<file path="src/rtl/cfir_pkg.sv">
package cfir_pkg;

  // Which half of a complex sample the input bus is expected to carry.
  typedef enum logic {
    BEAT_RE = 1'b0,
    BEAT_IM = 1'b1
  } beat_e;

  // Full-precision result width: one complex product grows by one bit,
  // and the adder tree adds clog2(taps) bits.
  function automatic int acc_width(int dw, int cw, int taps);
    return dw + cw + 1 + $clog2(taps);
  endfunction

endpackage

</file>
<file path="src/rtl/cfir_pair_capture.sv">
module cfir_pair_capture
  import cfir_pkg::*;
#(
  parameter int DW = 12
) (
  input  logic                 clk,
  input  logic                 rst_n,
  input  logic                 strobe,
  input  logic signed [DW-1:0] din,
  output logic                 take_re,
  output logic                 commit,
  output logic signed [DW-1:0] pair_re,
  output logic signed [DW-1:0] pair_im
);

  beat_e               beat_q;
  logic signed [DW-1:0] hold_re_q;

  // A strobe only starts a sample while the real beat is expected.
  assign take_re = strobe && (beat_q == BEAT_RE);
  // The imaginary beat is always the cycle after an accepted real beat.
  assign commit  = (beat_q == BEAT_IM);
  assign pair_re = hold_re_q;
  assign pair_im = din;

  always_ff @(posedge clk) begin
    if (!rst_n) begin
      beat_q    <= BEAT_RE;
      hold_re_q <= '0;
    end else if (take_re) begin
      beat_q    <= BEAT_IM;
      hold_re_q <= din;
    end else if (commit) begin
      beat_q    <= BEAT_RE;
    end
  end

endmodule

</file>
<file path="src/rtl/cfir_tapline.sv">
module cfir_tapline #(
  parameter int TAPS = 4,
  parameter int DW   = 12
) (
  input  logic                 clk,
  input  logic                 rst_n,
  input  logic                 shift,
  input  logic signed [DW-1:0] in_re,
  input  logic signed [DW-1:0] in_im,
  output logic [TAPS*DW-1:0]   taps_re,
  output logic [TAPS*DW-1:0]   taps_im,
  output logic                 fresh
);

  // Tap 0 takes the newest sample; each later tap takes its neighbour.
  for (genvar k = 0; k < TAPS; k++) begin : g_tap
    if (k == 0) begin : g_head
      always_ff @(posedge clk) begin
        if (!rst_n) begin
          taps_re[DW-1:0] <= '0;
          taps_im[DW-1:0] <= '0;
        end else if (shift) begin
          taps_re[DW-1:0] <= in_re;
          taps_im[DW-1:0] <= in_im;
        end
      end
    end else begin : g_body
      always_ff @(posedge clk) begin
        if (!rst_n) begin
          taps_re[k*DW +: DW] <= '0;
          taps_im[k*DW +: DW] <= '0;
        end else if (shift) begin
          taps_re[k*DW +: DW] <= taps_re[(k-1)*DW +: DW];
          taps_im[k*DW +: DW] <= taps_im[(k-1)*DW +: DW];
        end
      end
    end
  end

  // Marks the cycle in which the tap line holds a newly committed sample.
  always_ff @(posedge clk) begin
    if (!rst_n) fresh <= 1'b0;
    else        fresh <= shift;
  end

endmodule

</file>
<file path="src/rtl/cfir_cmac.sv">
module cfir_cmac #(
  parameter int                 TAPS    = 4,
  parameter int                 DW      = 12,
  parameter int                 CW      = 12,
  parameter int                 OW      = 27,
  parameter logic [TAPS*CW-1:0] COEF_RE = '0,
  parameter logic [TAPS*CW-1:0] COEF_IM = '0
) (
  input  logic [TAPS*DW-1:0]   taps_re,
  input  logic [TAPS*DW-1:0]   taps_im,
  output logic signed [OW-1:0] sum_re,
  output logic signed [OW-1:0] sum_im
);

  localparam int PW  = DW + CW + 1;
  localparam int LVL = $clog2(TAPS);
  localparam int P2  = 1 << LVL;
  localparam int NN  = 2 * P2 - 1;

  // Real part of one complex product.
  function automatic logic signed [PW-1:0] prod_re(
    logic signed [DW-1:0] xr, logic signed [DW-1:0] xi,
    logic signed [CW-1:0] cr, logic signed [CW-1:0] ci);
    logic signed [PW-1:0] a;
    logic signed [PW-1:0] b;
    a = PW'(xr) * PW'(cr);
    b = PW'(xi) * PW'(ci);
    return a - b;
  endfunction

  // Imaginary part of one complex product.
  function automatic logic signed [PW-1:0] prod_im(
    logic signed [DW-1:0] xr, logic signed [DW-1:0] xi,
    logic signed [CW-1:0] cr, logic signed [CW-1:0] ci);
    logic signed [PW-1:0] a;
    logic signed [PW-1:0] b;
    a = PW'(xr) * PW'(ci);
    b = PW'(xi) * PW'(cr);
    return a + b;
  endfunction

  logic signed [OW-1:0] node_re [NN];
  logic signed [OW-1:0] node_im [NN];

  // Leaves: one complex multiplier per tap; padding leaves are zero.
  for (genvar i = 0; i < P2; i++) begin : g_leaf
    if (i < TAPS) begin : g_mul
      logic signed [PW-1:0] p_re;
      logic signed [PW-1:0] p_im;
      assign p_re = prod_re($signed(taps_re[i*DW +: DW]), $signed(taps_im[i*DW +: DW]),
                            $signed(COEF_RE[i*CW +: CW]), $signed(COEF_IM[i*CW +: CW]));
      assign p_im = prod_im($signed(taps_re[i*DW +: DW]), $signed(taps_im[i*DW +: DW]),
                            $signed(COEF_RE[i*CW +: CW]), $signed(COEF_IM[i*CW +: CW]));
      assign node_re[P2-1+i] = OW'(p_re);
      assign node_im[P2-1+i] = OW'(p_im);
    end else begin : g_pad
      assign node_re[P2-1+i] = '0;
      assign node_im[P2-1+i] = '0;
    end
  end

  // Binary adder tree, node i sums its two children.
  for (genvar i = 0; i < P2 - 1; i++) begin : g_add
    assign node_re[i] = node_re[2*i+1] + node_re[2*i+2];
    assign node_im[i] = node_im[2*i+1] + node_im[2*i+2];
  end

  assign sum_re = node_re[0];
  assign sum_im = node_im[0];

endmodule

</file>
<file path="src/rtl/cfir_serializer.sv">
module cfir_serializer #(
  parameter int OW = 27
) (
  input  logic                 clk,
  input  logic                 rst_n,
  input  logic                 load,
  input  logic signed [OW-1:0] in_re,
  input  logic signed [OW-1:0] in_im,
  output logic signed [OW-1:0] dout,
  output logic                 is_real
);

  logic signed [OW-1:0] im_hold_q;
  logic                 im_pend_q;

  always_ff @(posedge clk) begin
    if (!rst_n) begin
      dout      <= '0;
      is_real   <= 1'b0;
      im_hold_q <= '0;
      im_pend_q <= 1'b0;
    end else if (load) begin
      dout      <= in_re;
      is_real   <= 1'b1;
      im_hold_q <= in_im;
      im_pend_q <= 1'b1;
    end else if (im_pend_q) begin
      dout      <= im_hold_q;
      is_real   <= 1'b0;
      im_pend_q <= 1'b0;
    end else begin
      is_real   <= 1'b0;
    end
  end

endmodule

</file>
<file path="src/rtl/cfir_cs_top.sv">
module cfir_cs_top #(
  parameter int                 TAPS    = 4,
  parameter int                 DW      = 12,
  parameter int                 CW      = 12,
  parameter logic [TAPS*CW-1:0] COEF_RE = {TAPS{CW'(1)}},
  parameter logic [TAPS*CW-1:0] COEF_IM = '0,
  localparam int                OW      = cfir_pkg::acc_width(DW, CW, TAPS)
) (
  input  logic                 clk,
  input  logic                 rst_n,
  input  logic                 sample_strobe,
  input  logic signed [DW-1:0] samp_in,
  output logic signed [OW-1:0] res_out,
  output logic                 res_is_real
);

  // Named internal events, also watched by the bound checker.
  logic                 take_re;
  logic                 commit;
  logic                 fresh;
  logic signed [DW-1:0] pair_re;
  logic signed [DW-1:0] pair_im;
  logic [TAPS*DW-1:0]   taps_re;
  logic [TAPS*DW-1:0]   taps_im;
  logic signed [OW-1:0] sum_re;
  logic signed [OW-1:0] sum_im;

  cfir_pair_capture #(.DW(DW)) u_capture (
    .clk     (clk),
    .rst_n   (rst_n),
    .strobe  (sample_strobe),
    .din     (samp_in),
    .take_re (take_re),
    .commit  (commit),
    .pair_re (pair_re),
    .pair_im (pair_im)
  );

  cfir_tapline #(.TAPS(TAPS), .DW(DW)) u_taps (
    .clk     (clk),
    .rst_n   (rst_n),
    .shift   (commit),
    .in_re   (pair_re),
    .in_im   (pair_im),
    .taps_re (taps_re),
    .taps_im (taps_im),
    .fresh   (fresh)
  );

  cfir_cmac #(
    .TAPS(TAPS), .DW(DW), .CW(CW), .OW(OW),
    .COEF_RE(COEF_RE), .COEF_IM(COEF_IM)
  ) u_mac (
    .taps_re (taps_re),
    .taps_im (taps_im),
    .sum_re  (sum_re),
    .sum_im  (sum_im)
  );

  cfir_serializer #(.OW(OW)) u_ser (
    .clk     (clk),
    .rst_n   (rst_n),
    .load    (fresh),
    .in_re   (sum_re),
    .in_im   (sum_im),
    .dout    (res_out),
    .is_real (res_is_real)
  );

endmodule

</file>
<file path="config.mk">
export PLATFORM = sky130hd
export DESIGN_NAME = cfir_cs_top
export DESIGN_NICKNAME = d
export VERILOG_FILES = /design/src/rtl/cfir_pkg.sv /design/src/rtl/cfir_pair_capture.sv /design/src/rtl/cfir_tapline.sv /design/src/rtl/cfir_cmac.sv /design/src/rtl/cfir_serializer.sv /design/src/rtl/cfir_cs_top.sv
export SDC_FILE = /design/constraint.sdc
export NUM_CORES = 1
export LEC_CHECK = 0
export BUFFER_PORTS_ARGS = -buffer_cell sky130_fd_sc_hd__buf_4
export CORE_MARGIN = 5
export CORE_UTILIZATION = 25
export DETAILED_ROUTE_END_ITERATION = 16
export REMOVE_ABC_BUFFERS = 1
export SYNTH_ARGS = -nofsm -noshare
export SYNTH_HDL_FRONTEND = slang
export SYNTH_SLANG_ARGS = --single-unit
</file>
<file path="constraint.sdc">
create_clock -name clk -period 5.1 [get_ports clk]
set_input_delay 0.51 -clock clk [delete_from_list [all_inputs] [get_ports clk]]
set_output_delay 0.51 -clock clk [all_outputs]
set_load 0.05 [all_outputs]
</file>
## Word level (Yosys, flattened, before mapping)

Cells that the tools add are included.

| operators by class | value |
|---|---|
| order comparisons | 0 |
| bitwise logic cells | 1 |
| equality and inequality tests | 0 |
| div/mod/pow operators | 0 |
| multiplexer cells | 4 |
| shift-type cells | 0 |
| $mul | 0 |
| add/sub/neg operators | 6 |
| reductions and logical operators | 2 |

Operators with widths:

| cell | number |
|---|---|
| 27-bit two-way mux | 2 |
| 12-bit by 12-bit adder with 13-bit output | 4 |
| 13-bit by 13-bit adder with 14-bit output | 2 |
| 1-bit two-way mux | 2 |
| 2-bit nonzero test | 1 |
| 1-bit logical AND | 1 |
| 1-bit inverter | 1 |

| word-level totals | value |
|---|---|
| RAM bits | 0 |
| output and inout port bits | 28 |
| memories | 0 |
| logic and storage cells | 27 |
| flip-flop bits (word level) | 165 |
| bits in latches | 0 |
| input port bits | 15 |
| ROM bits | 0 |

## Depth between registers and ports, before layout

| depth | value |
|---|---|
| depth after elaboration | 3 |
| gate-level depth with buffers | 12 |
| mapped depth without buffers | 12 |

## Modules after synthesis

From an unflattened synthesis, not the netlist that was laid out.

| unflattened totals | value |
|---|---|
| cell total of the unflattened synthesis | 1,040 |
| area, all modules | 10,337.4 um2 |

By module, submodules not included:

| module | instances | cells each | area an instance (um2) | seq. area each (um2) |
|---|---|---|---|---|
| cfir_tapline | 1 | 311 | 3,662.3 | 1,941.9 |
| cfir_cmac | 1 | 452 | 3,542.1 | 0.0 |
| cfir_serializer | 1 | 209 | 2,499.9 | 1,101.1 |
| cfir_pair_capture | 1 | 68 | 633.1 | 260.2 |

## Worst setup path after synthesis

Ideal clock, no wire load.

| path | value |
|---|---|
| kind | register to register |
| start | register u_taps.taps_re[1] |
| end | register u_ser.dout[11] |
| cell stages (with the launch flop) | 12 |
| period minus slack after synthesis | 3.087 ns |
| data required time | 4.968 ns |
| library setup time | 0.132 ns |
| data arrival time | 2.955 ns |
| buffers on the path | 0 |
| path slack | 2.013 ns |
| cell sequence | dfxtp_1 > inv_1 > fa_1 > inv_1 > fa_1 > ha_1 > fa_1 > a211oi_1 > o211ai_1 > a41oi_1 > xor2_1 > o22ai_1 |

| between the ends | value |
|---|---|
| word-level cells in the longest chain between the ends | 3 |

Ends and longest elaborated chain:

| item | line | source |
|---|---|---|
| from (decl) | cfir_tapline.sv:10 | `output logic [TAPS*DW-1:0] taps_re,` |
| from (signal, indexed assignment) | cfir_tapline.sv:23 | `taps_re[DW-1:0] <= in_re;` |
| 12-bit by 12-bit adder with 13-bit output | cfir_cmac.sv:64 | `assign node_re[i] = node_re[2*i+1] + node_re[2*i+2];` |
| 13-bit by 13-bit adder with 14-bit output | cfir_cmac.sv:64 |  |
| 27-bit two-way mux | cfir_serializer.sv:22 | `end else if (load) begin` |
| to (signal assigned) | cfir_serializer.sv:23 | `dout <= in_re;` |
| to (signal assigned) | cfir_serializer.sv:28 | `dout <= im_hold_q;` |
| to (decl) | cfir_serializer.sv:9 | `output logic signed [OW-1:0] dout,` |

Every way passes these cells.
A chain may end at the register's enable or synchronous reset.

## Worst setup path after layout

Same ends and word-level chain as after synthesis.

==> out/qor.yml <==
status:
  outcome: "completed"
power:
  power_uw: 2600
  p_clk_share_pct: 49.7
  combPwrFrac_pct: 6.8
  swShare_pct: 22.1
  switchingPower_uw: 576
  intPower_uw: 2030
  p_leak_uw: 0.00348
  power_density_mw_per_mm2: 288
  vdd_drop_max_v: 0.000218
  seq_power_share_pct: 43.5
min_path:
  worstHoldPathType: "input pin to flip-flop"
logic_synthesis:
  yosysWarnings: 0
  netlist_area_mm2: 0.00783
  syn-instance-count: 801
  synth_flop_cell: "dfxtp_1"
  synth.avg_cell_area_um2: 9.77
  synth_cell_types: 46
  synth_edf_count: 0
  async_flop_share_pct: 0
  synth-seq-area-share_pct: 35.6
  ys_ff_latch: 139
layout:
  layout_commonest_cell: "dfxtp_1"
  multi_input_area_mm2: 0.00431
  drive_above_1_share_pct: 10.3
  fillers: 3230
  nets: 911
  diodes: 0
  area_growth_pct: 15.4
  regArea_mm2: 0.00279
  final_cell_area_mm2: 0.00903
  final_cell_mix: "dfxtp_1 (138), inv_1 (130), mux2i_1 (110)"
drt:
  via_count: 5146
  vias_per_cell: 4.19
  routed_wl_um: 15900
  wl_met3_um: 662
  route.detailed.drc: 0
  met2WireLength_um: 7330
  dr.pass1.iters: 4
  topRoutingLayerUsed: "met4"
  drt-initial-drc-count: 323
  wl_met1_um: 7740
  wl_per_cell_um: 13.0
  ant_nets: 0
global_routing:
  antenna_found_initial: 0
  grt_pass1_wl_um: 27100
  grt_pass1_vias: 5305
  grt_max_degree: 74
  gr-total-overflow: 0
  grt.total_usage_pct: 9.43
place:
  hpwl_um: 11200
  place.gp.congestion: 0.769
  dpl_cell_area_mm2: 0.00842
  io_buffers: 42
worst_setup_path:
  cp.required_ns: 5.38
  start_kind: "flip-flop"
  crit_arrival_ns: 3.66
  critical_path.top_delay_family: "adder cells"
  crit_top_cell: "fa_1"
  max_stage_delay_ns: 0.54
  end_kind: "flip-flop"
  cp_cell_sequence: "inv_1 > fa_1 > inv_1 > fa_1 > ha_1 > fa_1 > a211oi_1 > o211ai_1 > a41oi_1 > xor2_1 > o22ai_1"
  critical_path.max_fanout: 4
  path_class: "flip-flop to flip-flop"
  crit_slowest_cell: "fa_1"
  cp.buffers_inverters: 2
timing:
  fin_skew_ns: 0.00965
  holdWs_ns: 0.360
  maxSlewViolCount: 0
  worst_slew_pin_slew_ns: 0.970
  slew_headroom_pct: 35.3
  finalHoldViolations: 0
  fmax_mhz: 295
  period_minus_slack_ns: 3.39
  setup_viol: 0
  rsz0062_at_grt: "no"
  finalCritPeriodShare_pct: 66.4
clock_network:
  clk-insertion-delay-late_ns: 0.42
  clockRootBuffer: "clkbuf_16"
  postCtsHoldBufs: 0
  cts_buffer_depth: 2
  cts_tree: "yes"
  clock_sinks: 139
  cts_buffers: 17
  postCtsSetupRepairBufs: 0
  cts-resized-gates: 0
  htree_num_levels: 4
  clk_pin_slew_ns: 0.06
run:
  maxCapViolCount: 0
floorplan:
  core-area_mm2: 0.0307
  initial_core_util_pct: 25.5
  die_w_um: 187
  die_h_um: 187
  num_rows: 64
  die_area_mm2: 0.0349
  io_pins: 43
-- path summary, 6_finish.rpt --
check / to / startpoint / slack (ns) / cells after the start
worst max register to register: u_ser.dout[11]$_SDFFE_PN0P_ / u_taps.taps_re[1]$_SDFFE_PN0P_ / 1.71 / 11
worst min register to register: u_ser.im_hold_q[9]$_SDFFE_PN0P_ / u_ser.im_hold_q[9]$_SDFFE_PN0P_ / 0.45 / 2
worst min-delay path: u_capture.pair_re[10]$_SDFFE_PN0P_ / samp_in[10] / 0.36 / 3
worst max-delay path: u_ser.dout[11]$_SDFFE_PN0P_ / u_taps.taps_re[1]$_SDFFE_PN0P_ / 1.71 / 11
-- final cells by class --
| type | instances | share of cell area, % |
|---|---|---|
| Clock buffer | 24 | 5.22 |
| Timing Repair Buffer | 46 | 3.82 |
| Clock inverter | 7 | 1.54 |
| Inverter | 130 | 5.40 |
| Tap cell | 396 | 5.48 |
| Sequential cell | 139 | 30.8 |
| Multi-Input combinational cell | 486 | 47.7 |
-- power groups by stage --
stage	clock network, uW	logic [uW]	registers, uW
floorplan	0	114	1170
global placement	0	176	1160
detailed placement	0	178	1160
CTS	1330	179	1130
global route	1380	197	1140
finish	1290	177	1130
-- Yosys cell counts (4+ instances only) --
cell      count  area (um2)
nand4_1       4        25.0
dfxtp_1     139        2780
nor2b_1     102         638
inv_1       130         488
buf_2        12        60.1
xnor2_1      11        96.3
a21o_1        7        52.6
a21boi_0     14         105
ha_1         26         325
mux2i_1     110        1100
o22ai_1       5        31.3
xor2_1        8        70.1
nand2_1      45         169
o21ai_0      20         100
a21oi_1      22         110
fa_1         50        1000
mux2_2        5        56.3
nor2_1        5        18.8
nand3_1       8        40.0
and2_1        5        31.3
clkbuf_1     20        75.1
buf_4        13        97.6
o211ai_1      4        30.0
-- metrics by stage --
step	TNS [ns]	util (%)	std cells	setup slack, ns
floorplan	-3.16	-	755	-0.368
global placement	0	27.4	1197	1.81
detailed placement	0	27.4	1197	1.73
CTS	0	29.4	1228	1.72
global route	0	29.4	1228	1.48
finish	0	29.4	1228	1.71
-- tightest hold or removal path: cells and delay by family --
kind	cells	cell delay, ns
buffers and inverters	1	0.11
AND/OR/NAND/NOR	1	0.04
AO/OA/AOI/OAI	1	0.06
-- routing by layer --
metal | up-vias | track usage (%)
li1 | 2605 | -
met5 | - | 0
met2 | 79 | 15.2
met1 | 2450 | 12.4
met3 | 12 | 2.43
met4 | 0 | 3.10
-- kinds of logic after synthesis --
family	synth area share (%)
muxes	14.8
adders and majority gates	16.9
buffers and inverters	9.38
DFF	35.6
xor gates and xnor gates	2.13
and+or+nand+nor	12.8
AOI/OAI and AO/OA	8.38
-- sequential cells by signal, summed over array words and instances, names as in the netlist --
name / cells
u_taps.taps_im: 48
u_taps.taps_re: 48
u_ser.dout: 14
u_ser.im_hold_q: 14
u_capture.pair_re: 12
u_capture.commit: 1
u_ser.im_pend_q: 1
u_taps.fresh: 1
No activity file was read; power rests on OpenSTA's default activity.
